### src/rtl/hexkp_pkg.sv
package hexkp_pkg;
  localparam int KP_N = 4;

  typedef enum logic [1:0] {FR_NONE = 2'd0, FR_ONE = 2'd1, FR_MULTI = 2'd2} frame_e;

  // keypad position -> hex digit
  function automatic logic [3:0] key_digit(input logic [1:0] r, input logic [1:0] c);
    logic [3:0] d;
    if (r == 2'd3)      d = (c == 2'd0) ? 4'h0 : 4'd9 + {2'b00, c};
    else if (c == 2'd3) d = 4'hF - {2'b00, r};
    else                d = 4'd3 * {2'b00, r} + {2'b00, c} + 4'd1;
    return d;
  endfunction

  function automatic logic [6:0] seg_of(input logic [3:0] d);
    logic [6:0] s;
    case (d)
      4'h0: s = 7'h3F; 4'h1: s = 7'h06; 4'h2: s = 7'h5B; 4'h3: s = 7'h4F;
      4'h4: s = 7'h66; 4'h5: s = 7'h6D; 4'h6: s = 7'h7D; 4'h7: s = 7'h07;
      4'h8: s = 7'h7F; 4'h9: s = 7'h6F; 4'hA: s = 7'h77; 4'hB: s = 7'h7C;
      4'hC: s = 7'h39; 4'hD: s = 7'h5E; 4'hE: s = 7'h79; default: s = 7'h71;
    endcase
    return s;
  endfunction
endpackage

### src/rtl/kp_row_scan.sv
module kp_row_scan #(
  parameter int PRESC_W = 10
) (
  input  logic       clk_i,
  input  logic       rst_ni,
  output logic [3:0] row_o,
  output logic [1:0] row_idx_o,
  output logic       step_o,
  output logic       last_o
);
  logic [PRESC_W-1:0] presc_q;
  logic [3:0]         row_q;

  assign step_o = &presc_q;

  always_ff @(posedge clk_i or negedge rst_ni) begin
    if (!rst_ni) begin
      presc_q <= '0;
      row_q   <= 4'b1110;
    end else begin
      presc_q <= presc_q + 1'b1;
      if (step_o) row_q <= {row_q[0], row_q[3:1]};
    end
  end

  always_comb begin
    row_idx_o = 2'd0;
    for (int r = 0; r < 4; r++)
      if (!row_q[3-r]) row_idx_o = 2'(r);
  end

  assign last_o = (row_q == 4'b1110);
  assign row_o  = row_q;

  AST_ROW_ONE_LOW: assert property (@(posedge clk_i) disable iff (!rst_ni)
    $countones(~row_o) == 1);
  AST_ROW_HOLD: assert property (@(posedge clk_i) disable iff (!rst_ni)
    !step_o |=> $stable(row_o));
endmodule

### src/rtl/kp_col_sync.sv
module kp_col_sync #(
  parameter int W      = 4,
  parameter int STAGES = 2
) (
  input  logic         clk_i,
  input  logic         rst_ni,
  input  logic [W-1:0] d_i,
  output logic [W-1:0] q_o
);
  logic [STAGES-1:0][W-1:0] s_q;

  always_ff @(posedge clk_i or negedge rst_ni) begin
    if (!rst_ni) begin
      s_q <= '1;
    end else begin
      s_q[0] <= d_i;
      for (int i = 1; i < STAGES; i++) s_q[i] <= s_q[i-1];
    end
  end

  assign q_o = s_q[STAGES-1];
endmodule

### src/rtl/kp_debounce.sv
module kp_debounce
  import hexkp_pkg::*;
#(
  parameter int DEB_FRAMES = 4
) (
  input  logic       clk_i,
  input  logic       rst_ni,
  input  logic       step_i,
  input  logic       last_i,
  input  logic [1:0] row_idx_i,
  input  logic [3:0] col_i,
  output logic       valid_o,
  output logic       seen_o,
  output logic [3:0] digit_o
);
  localparam int CW = $clog2(DEB_FRAMES + 1);
  localparam logic [CW-1:0] DEB = CW'(DEB_FRAMES);

  frame_e        acc_kind_q, cand_kind_q, st_kind, m_kind;
  logic [3:0]    acc_code_q, cand_code_q, st_code, m_code;
  logic [1:0]    st_col;
  logic [3:0]    low;
  logic [CW-1:0] cnt_q, cnt_n;
  logic          same, armed_q, valid_q, seen_q;
  logic [3:0]    digit_q;

  assign low = ~col_i;

  always_comb begin
    st_col = 2'd0;
    for (int c = 0; c < 4; c++)
      if (low[3-c]) st_col = 2'(c);
    case ($countones(low))
      0:       st_kind = FR_NONE;
      1:       st_kind = FR_ONE;
      default: st_kind = FR_MULTI;
    endcase
    st_code = key_digit(row_idx_i, st_col);
    // fold this row step into the running frame result
    if (acc_kind_q == FR_MULTI || st_kind == FR_MULTI ||
        (acc_kind_q == FR_ONE && st_kind == FR_ONE)) begin
      m_kind = FR_MULTI; m_code = acc_code_q;
    end else if (st_kind == FR_ONE) begin
      m_kind = FR_ONE;   m_code = st_code;
    end else begin
      m_kind = acc_kind_q; m_code = acc_code_q;
    end
    same  = (cand_kind_q == m_kind) && (m_kind != FR_ONE || cand_code_q == m_code);
    cnt_n = !same ? CW'(1) : (cnt_q == DEB) ? cnt_q : cnt_q + 1'b1;
  end

  always_ff @(posedge clk_i or negedge rst_ni) begin
    if (!rst_ni) begin
      acc_kind_q  <= FR_NONE;
      acc_code_q  <= '0;
      cand_kind_q <= FR_NONE;
      cand_code_q <= '0;
      cnt_q       <= '0;
      armed_q     <= 1'b1;
      valid_q     <= 1'b0;
      seen_q      <= 1'b0;
      digit_q     <= '0;
    end else begin
      valid_q <= 1'b0;
      if (step_i) begin
        if (!last_i) begin
          acc_kind_q <= m_kind;
          acc_code_q <= m_code;
        end else begin
          acc_kind_q <= FR_NONE;
          if (m_kind == FR_MULTI) begin
            cand_kind_q <= FR_MULTI;
            cnt_q       <= '0;
          end else begin
            cand_kind_q <= m_kind;
            cand_code_q <= m_code;
            cnt_q       <= cnt_n;
            if (cnt_n == DEB) begin
              if (m_kind == FR_ONE && armed_q) begin
                valid_q <= 1'b1;
                digit_q <= m_code;
                seen_q  <= 1'b1;
                armed_q <= 1'b0;
              end else if (m_kind == FR_NONE) begin
                armed_q <= 1'b1;
              end
            end
          end
        end
      end
    end
  end

  assign valid_o = valid_q;
  assign seen_o  = seen_q;
  assign digit_o = digit_q;

  AST_ONE_PULSE: assert property (@(posedge clk_i) disable iff (!rst_ni)
    valid_q |=> !valid_q);
  AST_CNT_RANGE: assert property (@(posedge clk_i) disable iff (!rst_ni)
    cnt_q <= DEB);
  AST_MULTI_NO_ACCEPT: assert property (@(posedge clk_i) disable iff (!rst_ni)
    (step_i && last_i && m_kind == FR_MULTI) |=> !valid_q);
endmodule

### src/rtl/hex_keypad_decoder.sv
module hex_keypad_decoder
  import hexkp_pkg::*;
#(
  parameter int PRESC_W     = 10,
  parameter int DEB_FRAMES  = 4,
  parameter int SYNC_STAGES = 2
) (
  input  logic       clk_i,
  input  logic       rst_ni,
  input  logic [3:0] col_i,
  output logic [3:0] row_o,
  output logic [7:0] seg_o,
  output logic       digit_en_o,
  output logic       key_valid_o
);
  logic [1:0] row_idx;
  logic       step, last, seen;
  logic [3:0] col_s, digit;

  kp_row_scan #(.PRESC_W(PRESC_W)) u_scan (
    .clk_i(clk_i), .rst_ni(rst_ni), .row_o(row_o),
    .row_idx_o(row_idx), .step_o(step), .last_o(last)
  );

  kp_col_sync #(.W(KP_N), .STAGES(SYNC_STAGES)) u_sync (
    .clk_i(clk_i), .rst_ni(rst_ni), .d_i(col_i), .q_o(col_s)
  );

  kp_debounce #(.DEB_FRAMES(DEB_FRAMES)) u_deb (
    .clk_i(clk_i), .rst_ni(rst_ni), .step_i(step), .last_i(last),
    .row_idx_i(row_idx), .col_i(col_s),
    .valid_o(key_valid_o), .seen_o(seen), .digit_o(digit)
  );

  assign seg_o      = seen ? {1'b0, seg_of(digit)} : 8'h00;
  assign digit_en_o = 1'b1;

  AST_SEG_HOLD: assert property (@(posedge clk_i) disable iff (!rst_ni)
    !$stable(seg_o) |-> key_valid_o);
endmodule

### config.mk
export PLATFORM = sky130hd
export DESIGN_NAME = hex_keypad_decoder
export DESIGN_NICKNAME = d
export VERILOG_FILES = /design/src/rtl/hexkp_pkg.sv /design/src/rtl/kp_row_scan.sv /design/src/rtl/kp_col_sync.sv /design/src/rtl/kp_debounce.sv /design/src/rtl/hex_keypad_decoder.sv
export SDC_FILE = /design/constraint.sdc
export NUM_CORES = 1
export LEC_CHECK = 0
export ABC_AREA = 1
export BUFFER_PORTS_ARGS = -buffer_cell sky130_fd_sc_hd__buf_2
export CORE_MARGIN = 1
export CORE_UTILIZATION = 56
export CTS_BUF_LIST = sky130_fd_sc_hd__clkbuf_2
export CTS_CLUSTER_DIAMETER = 30
export DETAILED_ROUTE_END_ITERATION = 6
export GPL_TIMING_DRIVEN = 0
export PLACE_DENSITY = 0.9
export SLEW_MARGIN = 20
export SYNTH_ARGS = -nofsm -noshare
export SYNTH_HDL_FRONTEND = slang
export SYNTH_SLANG_ARGS = --single-unit
### constraint.sdc
create_clock -name clk_i -period 2.9 [get_ports clk_i]
set_input_delay 0.725 -clock clk_i [delete_from_list [all_inputs] [get_ports clk_i]]
set_output_delay 0.725 -clock clk_i [all_outputs]
set_load 0.01 [all_outputs]
**After elaboration in Yosys (flattened, before gate mapping)**

Memories as Yosys holds them, arrays and structs flattened.
Index checks and enable logic that the tools add are counted.

- Bits in registers: 44
- Memory bits (read-only): 112
- Output and inout bits: 14
- Logic and storage cells: 85
- Memories: 1

- Add/sub/neg operators: 9
- Multipliers: 1
- Equality and inequality tests: 15
- Mux-type cells: 27
- Bitwise logic cells: 3
- Reductions and logical operators: 16

Memories:

| memory | words | bits a word | read ports | clocked after memory_dff | write ports | RTL line | RTL |
|---|---|---|---|---|---|---|---|
| (no name shown) | 16 | 7 | 1 | 0 | 0 | hexkp_pkg.sv:17 | `case (d)` |

Operator list:

| kind | count |
|---|---|
| adder 32 bit | 1 |
| == test 32 x 1 -> 1 bit, second input constant | 1 |
| zero test 32 bit | 1 |
| AND reduction 14 bit | 2 |
| AND reduction 11 bit | 2 |
| two-way mux 4 bit | 5 |
| two-way mux 2 bit | 8 |
| AND reduction 12 bit | 1 |
| adder 10 x 1 -> 10 bit, second input constant | 1 |
| == test 2 bit, second input constant | 5 |
| AND reduction 10 bit | 1 |
| two-way mux 1 bit | 9 |
| two-way mux 3 bit | 3 |
| two-way mux 7 bit | 1 |
| == test 2 x 1 -> 1 bit, second input constant | 3 |
| == test 3 bit, second input constant | 2 |
| adder 1 x 1 -> 2 bit | 2 |
| adder 4 x 1 -> 4 bit, second input constant | 1 |
| adder 4 x 2 -> 4 bit | 1 |
| adder 4 x 2 -> 4 bit, first input constant | 1 |
| == test 4 bit | 1 |
| == test 4 bit, second input constant | 1 |
| zero test 2 bit | 2 |
| multiplier 2 x 2 -> 4 bit, first input constant | 1 |
| other kinds (10) | 15 |

**Logic depth before layout (Yosys ltp)**

Gate-level depths: netlist (run 1).

- Depth in word-level cells: 19
- Gate-level depth with buffers: 21
- Depth with buffers taken out: 21

**Modules after synthesis**

From an unflattened synthesis (run 1), not the netlist that was laid out.

- Cell total of the unflattened synthesis: 341
- Area, all modules: 2827.7 µm²

Modules (own cells, without submodules):

| module | times used | cells an instance | area an instance (µm²) | sequential area each (µm²) |
|---|---|---|---|---|
| kp_debounce | 1 | 203 | 1557.7 | 551.8 |
| kp_row_scan | 1 | 69 | 681.9 | 354.1 |
| hex_keypad_decoder | 1 | 57 | 347.8 | 0.0 |
| kp_col_sync | 1 | 12 | 240.2 | 210.2 |

**Worst setup path after synthesis (run 1)**

Ideal clock, no wire load.

- Path kind: register to register
- From: register u_scan.row_q[2], in the netlist u_scan.row_o[2]
- To: register u_deb.digit_q[0], in the netlist u_deb.digit_o[0]
- Setup time: 0.122 ns
- Arrival: 2.756 ns
- Required time: 2.778 ns
- Setup slack: 0.022 ns
- Cell stages (with the launch flop): 18
- Buffers on the path: 0
- Clock period less this slack: 2.878 ns
- Cell sequence: dfstp_2 -> inv_1 -> nand2_1 -> nand2_1 -> fa_1 -> fa_1 -> nand2_1 -> nand3_1 -> nand3_1 -> nand2_1 -> nand2_1 -> nand2_1 -> nor2_1 -> nand2_1 -> nand2_1 -> nand4_4 -> nor3_1 -> nor2_1

- Word-level cells in the longest chain between the ends: 16
- Elaborated cells between the ends (all ways): 19
- Those cells by class: add/sub (3); mul (1); eq/ne (4); mux (8); reduce/logical (3)

RTL lines:

| item | RTL line | RTL |
|---|---|---|
| start, declared | kp_row_scan.sv:12 | `logic [3:0] row_q;` |
| start signal, assigned | kp_row_scan.sv:22 | `if (step_o) row_q <= {row_q[0], row_q[3:1]};` |
| two-way mux 1 bit | kp_row_scan.sv:29 | `if (!row_q[3-r]) row_idx_o = 2'(r);` |
| two-way mux 2 bit (2 in a row) | kp_row_scan.sv:29 |  |
| multiplier 2 x 2 -> 4 bit | hexkp_pkg.sv:11 | `else d = 4'd3 * {2'b00, r} + {2'b00, c} + 4'd1;` |
| adder 4 x 2 -> 4 bit | hexkp_pkg.sv:11 |  |
| adder 4 x 1 -> 4 bit | hexkp_pkg.sv:11 |  |
| two-way mux 4 bit | hexkp_pkg.sv:10 | `else if (c == 2'd3) d = 4'hF - {2'b00, r};` |
| two-way mux 4 bit | hexkp_pkg.sv:9 | `if (r == 2'd3) d = (c == 2'd0) ? 4'h0 : 4'd9 + {2'b00, c};` |
| two-way mux 4 bit | kp_debounce.sv:43 | `end else if (st_kind == FR_ONE) begin` |
| two-way mux 4 bit | kp_debounce.sv:40 | `if (acc_kind_q == FR_MULTI \|\| st_kind == FR_MULTI \|\|` |
| == test 4 bit | kp_debounce.sv:48 | `same = (cand_kind_q == m_kind) && (m_kind != FR_ONE \|\| cand_code_q == m_code);` |
| logical OR 1 bit | kp_debounce.sv:48 |  |
| logical AND 1 bit | kp_debounce.sv:48 |  |
| two-way mux 3 bit | kp_debounce.sv:49 | `cnt_n = !same ? CW'(1) : (cnt_q == DEB) ? cnt_q : cnt_q + 1'b1;` |
| == test 3 bit | kp_debounce.sv:78 | `if (cnt_n == DEB) begin` |
| AND reduction 14 bit (no source line) | - |  |
| end signal, assigned | kp_debounce.sv:81 | `digit_q <= m_code;` |
| end, declared | kp_debounce.sv:25 | `logic [3:0] digit_q;` |

Parallel ways exist; a longest one is shown, timed or not.
A chain may end at the register's enable or synchronous reset.

**Final worst setup path (run 1)**

- From: register u_sync.s_q, in the netlist u_sync.q_o[1]
- To: register u_deb.armed_q

- Word-level cells in the longest chain between the ends: 15
- Elaborated cells between the ends (all ways): 40
- Those cells by class: add/sub (5); eq/ne (10); mux (12); bitwise (2); reduce/logical (11)

RTL lines:

| item | RTL line | RTL |
|---|---|---|
| start, declared | kp_col_sync.sv:10 | `logic [STAGES-1:0][W-1:0] s_q;` |
| NOT 4 bit (*) | kp_debounce.sv:27 | `assign low = ~col_i;` |
| adder 1 x 1 -> 2 bit (not written as such) / two-way mux 2 bit (equally long branches) | kp_debounce.sv:33, kp_debounce.sv:32 |  |
| adder 32 bit (not written as such) / two-way mux 2 bit (equally long branches) | kp_debounce.sv:33, kp_debounce.sv:32 |  |
| == test 32 x 1 -> 1 bit, or another cell as far along | kp_debounce.sv:33 | `case ($countones(low))` |
| one-hot mux 2 bit (2 select lines) / adder 4 x 1 -> 4 bit (equally long branches) | kp_debounce.sv:33, hexkp_pkg.sv:11 |  |
| == test 2 bit, or another cell as far along | kp_debounce.sv:40 |  |
| logical OR 1 bit, or another cell as far along | kp_debounce.sv:40 |  |
| logical OR 1 bit / two-way mux 4 bit (equally long branches) | kp_debounce.sv:40, kp_debounce.sv:43 |  |
| two-way mux 4 bit / two-way mux 2 bit (equally long branches) | kp_debounce.sv:40 |  |
| == test 4 bit / != test 2 x 1 -> 1 bit (equally long branches) | kp_debounce.sv:48 |  |
| logical OR 1 bit | kp_debounce.sv:48 |  |
| logical AND 1 bit | kp_debounce.sv:48 |  |
| two-way mux 3 bit | kp_debounce.sv:49 |  |
| == test 3 bit | kp_debounce.sv:78 |  |
| AND reduction 14 bit (no source line) | - |  |
| end signal, assigned | kp_debounce.sv:59 | `armed_q <= 1'b1;` |
| end signal, assigned | kp_debounce.sv:83 | `armed_q <= 1'b0;` |
| end signal, assigned | kp_debounce.sv:85 | `armed_q <= 1'b1;` |
| end, declared | kp_debounce.sv:24 | `logic same, armed_q, valid_q, seen_q;` |

Mark *: on every way between the ends. The rest lies on a longest branch, timed or not.

==> reports/qor.csv, run 1 <==
metric,value,unit
Total Routed Length,6000,µm
Worst-Skew Late Latency,0.43,ns
Final GP Congestion,0.915,
WS Path Type,reg -> reg,
outcome,"complete, but fails checks",
most frequent cell after synthesis,nand2_1,
NumNets Final,380,
internal power,0.797,mW
full die area,0.00491,mm²
Unique masters post-synth,34,
First DRT Iteration DRCs,183,
fmax,0.295,GHz
WHS,0.369,ns
Async SR Flop Fraction,1.00,
Port Buffers,17,
syn_nets,341,
Worst Hold Depth,1,
met2 wire length,3030,µm
layout cell share with drive strength beyond 1,0.320,
post-route minimum period,3.39,ns
RR Startpoint,u_sync.q_o[1],
# IOs,20,
clock slew at reported path FFs,0.22,ns
# clock sinks,44,
CP Launch Type,flop,
slowest CP cell,dfstp_2,
routed wl met3,308,µm
Synth warnings,0,
Seq cells post-synth,44,
cell area after layout,0.00311,mm²
reg2reg setup slack,-0.49,ns
global-route wire length before repair,8840,µm
number of synthesized flops with an enable pin,0,
RSZ-0062 raised after global routing,yes,
CP Data Required Time,3.29,ns
Gate power share,0.231,
setup violators final,11,
final worst setup slack,-0.491,ns
ys flop type,dfrtp_1,
Post-DP Area,0.00274,mm²
CTS Buf Count,5,
Net Sw Frac,0.315,
P&R area growth vs syn,19.9,%
Psw,0.367,mW
largest net degree at the start of global routing,45,
PwrDens,374,mW/mm²
CP max stage delay,0.63,ns
H-Tree Level Count,2,
Synth top area share,0.309,
Synth Instances,313,
drt drc,0,
failing checks,setup timing,
Slew headroom,0.375,
dpl hpwl,3420,µm
Clock power frac,0.230,
initial core utilization,0.588,
total track usage,0.230,
Synth area leaders,"dfrtp_1 (31%), dfstp_2 (12%), nand2_1 (9.7%)",
crit path DAT,3.78,ns
routed vias/inst,5.55,
Final Hold Viols,0,
Syn Area/Cell,8.29,µm²
"Remaining Overflow, GRT",0,
initial antenna violation count,0,
highest routed layer,met4,
Setup Skew,0.0152,ns
Leakage,1.43,nW
cts hold-fix bufs,0,
drt pass-1 iters,6,
crit path capture type,flop,
Antenna Cells,0,
drt wl/cell,14.8,µm
maximum VDD drop,0.369,mV
crit path cell chain,inv_2 > ha_4 > ha_4 > inv_2 > fa_1 > nand2_1 > inv_2 > nand2_4 > inv_4 > o21ai_4 > a21oi_2 > buf_4 > xor2_2 > nor2_2 > nand4_4 > nor2_1 > nor2_1 > nor2_1,
number of global-route vias before repair,2082,
Core Footprint,0.00441,mm²
Max Cap Viol,0,
"Cell Area, Synth",0.00259,mm²
Core Rows,24,
Pins Over Slew Limit,0,
total number of vias,2247,
reg2reg end,u_deb.armed_q,
hold wc startpoint,col_i[3],
CTS Buffer Depth,2,
Antenna Nets Post-Route,0,
critical path's top delay family,adder cells,
CTS root buf,clkbuf_2,
Chip Width,70.1,µm
sequential fraction of the synthesis area,0.430,
Die Y-Extent,70.1,µm
worst r2r path cells,18,
CTS tree,built,
Post-synth top cells,"nand2_1 (67), inv_1 (43), nor2_1 (33)",
Seq pwr share,0.539,
biggest area consumer among synthesized cells,dfrtp_1,
Hold Path Class,in -> reg,
fin crit share,1.17,
Met1 Wirelength,2370,µm
CP Buf/Inv Count,5,
Min-Delay Endpoint,u_sync.s_q[3],
worst slew pin tran,0.937,ns
CP max FO,8,
==> worst register-to-register path, cell delays in order (launching register included) <==
cell and delay, ns:
dfstp_2 0.63, inv_2 0.06, ha_4 0.27, ha_4 0.12, inv_2 0.03, fa_1 0.57
nand2_1 0.12, inv_2 0.11, nand2_4 0.08, inv_4 0.10, o21ai_4 0.08, a21oi_2 0.20
buf_4 0.17, xor2_2 0.07, nor2_2 0.15, nand4_4 0.23, nor2_1 0.21, nor2_1 0.07
nor2_1 0.09
==> what timing repair did <==
action | CTS | global route
endpoints found under the setup margin | 10 | 14
setup buffers | 9 | 6
resized for setup | 30 | 23
pin swaps | 10 | 19
==> layout make-up <==
cell class | instances | area, µm²
sequential | 44 | 1120
inverter | 50 | 190
multi-input combinational | 214 | 1460
fill | 313 | 1310
tap | 52 | 65.1
buffer | 5 | 33.8
clock buffer | 7 | 35.0
clock inverter | 1 | 8.76
timing repair buffer | 32 | 201
==> registers in the layout, summed over array words and instances, names as in the netlist <==
signal,count
u_scan.presc_q,10
u_deb.acc_code_q,4
u_deb.cand_code_q,4
u_deb.digit_o,4
u_scan.row_o,4
u_sync.q_o,4
u_sync.s_q,4
u_deb.cnt_q,3
u_deb.acc_kind_q,2
u_deb.cand_kind_q,2
u_deb.armed_q,1
u_deb.seen_o,1
u_deb.valid_o,1
==> per-layer routing <==
layer  vias up  GRT usage
met2       103      0.391
met3        32     0.0447
li1       1065          -
met5         -          0
met1      1047      0.277
met4         0      0.118
==> worst max path at each step <==
| stage | to | cells after the start | slack, ns | startpoint |
|---|---|---|---|---|
| after global routing | u_deb.digit_o[1] | 18 | -0.61 | u_sync.q_o[1] |
| after CTS | u_deb.digit_o[1] | 18 | -0.19 | u_sync.q_o[0] |
| final | u_deb.armed_q | 18 | -0.49 | u_sync.q_o[1] |
| after detailed placement | u_deb.digit_o[3] | 18 | -0.29 | u_scan.row_o[2] |
| after floorplan | u_deb.digit_o[0] | 17 | 0.02 | u_scan.row_o[2] |
| after global placement | u_deb.digit_o[3] | 18 | -0.24 | u_scan.row_o[2] |
==> cell usage in the layout (no fill, tap or decap), drive strengths merged <==
master | netlist | final
a21oi | 9 | 9
a311oi | 1 | 1
a31oi | 1 | 1
buf | 3 | 35
clkbuf | 2 | 9
clkinv | 0 | 1
conb | 2 | 2
dfrtp | 32 | 32
dfstp | 12 | 12
fa | 3 | 3
ha | 19 | 19
inv | 50 | 50
mux2 | 1 | 1
nand2 | 67 | 67
nand3 | 18 | 18
nand3b | 1 | 1
nand4 | 3 | 3
nor2 | 38 | 38
nor3 | 11 | 11
nor4 | 2 | 2
o211ai | 1 | 1
o21ai | 20 | 20
o22ai | 4 | 4
or2 | 2 | 2
xnor2 | 3 | 3
xor2 | 8 | 8
==> per-stage QoR <==
step | setup slack (ns) | instances | setup TNS (ns) | total power, mW | utilization
after floorplan | 0.0216 | 313 | 0 | 0.752 | -
after detailed placement | -0.290 | 382 | -1.90 | 0.791 | 0.622
after CTS | -0.194 | 399 | -1.05 | 1.12 | 0.675
after global placement | -0.241 | 382 | -1.41 | 0.785 | 0.622
final | -0.491 | 405 | -4.12 | 1.16 | 0.704
after global routing | -0.609 | 405 | -5.06 | 1.22 | 0.704
==> cells by family (layout without fill, tap and decap cells) <==
family                   Yosys count  after routing  synth area share
buffers and inverters             55             95            0.0830
AND/OR/NAND/NOR                  142            142             0.249
AO/OA/AOI/OAI                     36             36            0.0786
XOR/XNOR                          11             11            0.0371
multiplexers                       1              1           0.00434
flip-flops                        44             44             0.430
other                              2              2           0.00290
adder cells (fa/ha/maj)           22             22             0.115
==> power groups by stage <==
stage | clock network, mW | logic, mW | registers [mW]
floorplan | 0 | 0.115 | 0.637
global placement | 0 | 0.148 | 0.637
detailed placement | 0 | 0.154 | 0.637
CTS | 0.273 | 0.215 | 0.628
global route | 0.301 | 0.289 | 0.629
finish | 0.267 | 0.269 | 0.628
Note: power is estimated with default switching activity, not from simulation.
==> run 2, diff against run 1 <==
SETUP_SLACK_MARGIN = 0.15   (was not set)
clock period = 2.95 ns   (was 2.9 ns; I/O delays follow)
==> run 2 against run 1 <==
  * Critical path type unchanged
  * Final cell count grew 0.74%
  * Clock skew grew 0.026 ns
  * Flip-flop and latch count stayed put
  * Clock-buffer cell count fell by 1
  * Sequential power down 2%
  * Combinational power decreased by 6%
  * The run still ends with setup timing left
  * Worst setup slack better by 0.30 ns
  * Largest power group unchanged
  * Via count rose by 1.8%
==> reports/qor.csv, run 2 (synthesis gave the netlist of run 1 again) <==
metric,value,unit,change
Antenna Nets Post-Route,0,,unchanged
CTS tree,built,,unchanged
First DRT Iteration DRCs,151,,was 183
Max Cap Viol,0,,unchanged
Final Hold Viols,0,,unchanged
dpl hpwl,3770,µm,was 3420 µm
Chip Width,70.1,µm,unchanged
CTS Buffer Depth,2,,unchanged
Antenna Cells,0,,unchanged
total track usage,0.251,,was 0.230
drt wl/cell,14.8,µm,about the same
Worst-Skew Late Latency,0.44,ns,was 0.43 ns
fin crit share,1.06,,was 1.17
critical path's top delay family,adder cells,,unchanged
number of flip-flops in the largest register,10,,unchanged
WS Path Type,reg -> reg,,unchanged
CP max FO,8,,unchanged
Setup Skew,0.0410,ns,was 0.0152 ns
initial antenna violation count,0,,unchanged
maximum VDD drop,0.458,mV,was 0.369 mV
Final GP Congestion,0.891,,was 0.915
total number of vias,2287,,was 2247
Core Footprint,0.00441,mm²,unchanged
Fill cells,300,,was 313
final worst setup slack,-0.187,ns,was -0.491 ns
slowest CP cell,dfstp_2,,unchanged
area occupied by multi-input gates,0.00144,mm²,was 0.00146 mm²
post-route minimum period,3.14,ns,was 3.39 ns
worst setup path end,u_deb.digit_o[3],,was u_deb.armed_q
reg2reg setup slack,-0.19,ns,was -0.49 ns
drt pass-1 iters,4,,was 6
critical path's most frequent cell,inv_2,,
reg2reg end,u_deb.digit_o[3],,was u_deb.armed_q
Leakage,1.44,nW,was 1.43 nW
Slew headroom,0.367,,was 0.375
Die Y-Extent,70.1,µm,unchanged
cts hold-fix bufs,0,,unchanged
Total Routed Length,6040,µm,was 6000 µm
P&R area growth vs syn,19.7,%,was 19.9%
WHS,0.371,ns,was 0.369 ns
drt drc,0,,unchanged
CTS root buf,clkbuf_2,,unchanged
Critical Path Source,u_sync.q_o[1],,unchanged
setup violators final,8,,was 11
crit path cell chain,inv_2 > ha_4 > ha_4 > inv_2 > fa_1 > nand2_1 > inv_1 > nand2_2 > inv_2 > o21ai_4 > a21oi_2 > buf_4 > xnor2_2 > nor2_2 > nand4_4 > nor2_4 > nor2_1 > nor2_1,,was inv_2 > ha_4 > ha_4 > inv_2 > fa_1 > nand2_1 > inv_2 > nand2_4 > inv_4 > o21ai_4 > a21oi_2 > buf_4 > xor2_2 > nor2_2 > nand4_4 > nor2_1 > nor2_1 > nor2_1
layout cell share with drive strength beyond 1,0.317,,was 0.320
instance count on the critical path,18,,unchanged
number of global-route vias before repair,2358,,was 2082
CP Buf/Inv Count,5,,unchanged
Layout Utilization,0.703,,was 0.704
crit path capture type,flop,,unchanged
worst slew pin tran,0.949,ns,was 0.937 ns
NumNets Final,383,,was 380
CP Launch Type,flop,,unchanged
global-route wire length before repair,9770,µm,was 8840 µm
fmax,0.319,GHz,was 0.295 GHz
"Remaining Overflow, GRT",0,,unchanged
H-Tree Level Count,2,,unchanged
# IOs,20,,unchanged
full die area,0.00491,mm²,unchanged
outcome,"complete, but fails checks",,unchanged
FF/Latch Area,0.00112,mm²,unchanged
Hold Path Class,reg -> reg,,was in -> reg
Pins Over Slew Limit,0,,unchanged
# clock sinks,44,,unchanged
CP max stage delay,0.62,ns,was 0.63 ns
RSZ-0062 raised after global routing,yes,,unchanged
most frequent cells in the layout,"nand2_1 (54), inv_1 (39), nor2_1 (32), dfrtp_1 (32), buf_4 (20)",,"was nand2_1 (51), inv_1 (37), nor2_1 (33)"
initial core utilization,0.588,,unchanged
Port Buffers,17,,unchanged
routed vias/inst,5.61,,was 5.55
largest net degree at the start of global routing,45,,unchanged
total power,1.13,mW,was 1.16 mW
RR Startpoint,u_sync.q_o[1],,unchanged
Biggest register,u_scan.presc_q,,unchanged
clock slew at reported path FFs,0.25,ns,was 0.22 ns
crit path DAT,3.54,ns,was 3.78 ns
CP Data Required Time,3.35,ns,was 3.29 ns
CTS Buf Count,5,,unchanged
failing checks,setup timing,,unchanged
Core Rows,24,,unchanged
worst r2r path cells,18,,unchanged
PwrDens,365,mW/mm²,was 374 mW/mm²
"commonest non-fill, non-tap cell in the layout",nand2_1,,unchanged
==> run 2: repair_timing <==
item | 4_1_cts | 5_1_grt
setup buffers | 13 | 5
hold endpoints to repair | 0 | 0
pin swaps | 8 | 5
resized for setup | 35 | 12
gates cloned | 0 | 0
setup endpoints to repair | 11 | 14
==> run 2: layout make-up <==
type                       count  area share
inverter                      50      0.0605
clock buffer                   6     0.00967
tap                           52      0.0210
sequential                    44       0.360
buffer                         5      0.0109
timing repair buffer          35      0.0709
clock inverter                 2     0.00363
multi-input combinational    214       0.464
==> run 2: per-stage QoR <==
step	setup TNS (ns)	cell area, µm²	setup WS, ns	cells
after floorplan	0	2590	0.0783	313
after global placement	-0.961	2740	-0.181	382
after detailed placement	-1.72	2740	-0.265	382
after CTS	-0.561	3010	-0.140	403
after global routing	-2.76	3100	-0.387	408
final	-1.13	3100	-0.187	408
==> run 2: worst min-delay path by stage <==
stage                       start             to  slack [ns]  depth (start not counted)
floorplan           u_sync.s_q[0]  u_sync.q_o[0]        0.35                          0
global placement    u_sync.s_q[0]  u_sync.q_o[0]        0.35                          0
detailed placement  u_sync.s_q[0]  u_sync.q_o[0]        0.35                          0
CTS                 u_sync.s_q[0]  u_sync.q_o[0]        0.37                          0
global route             col_i[3]  u_sync.s_q[3]        0.37                          1
finish              u_sync.s_q[2]  u_sync.q_o[2]        0.37                          0
==> run 2: report_power, final <==
part | internal, mW | switching (mW)
logic | 0.0972 | 0.155
registers | 0.615 | 0.00332
clock network | 0.0590 | 0.204
==> run 2: layer usage <==
layer,wire (µm),vias up,track usage
met1,2260,1104,0.268
met2,3310,84,0.474
met5,0,-,0
met4,217,0,0.122
met3,260,28,0.0375
li1,-,1071,-
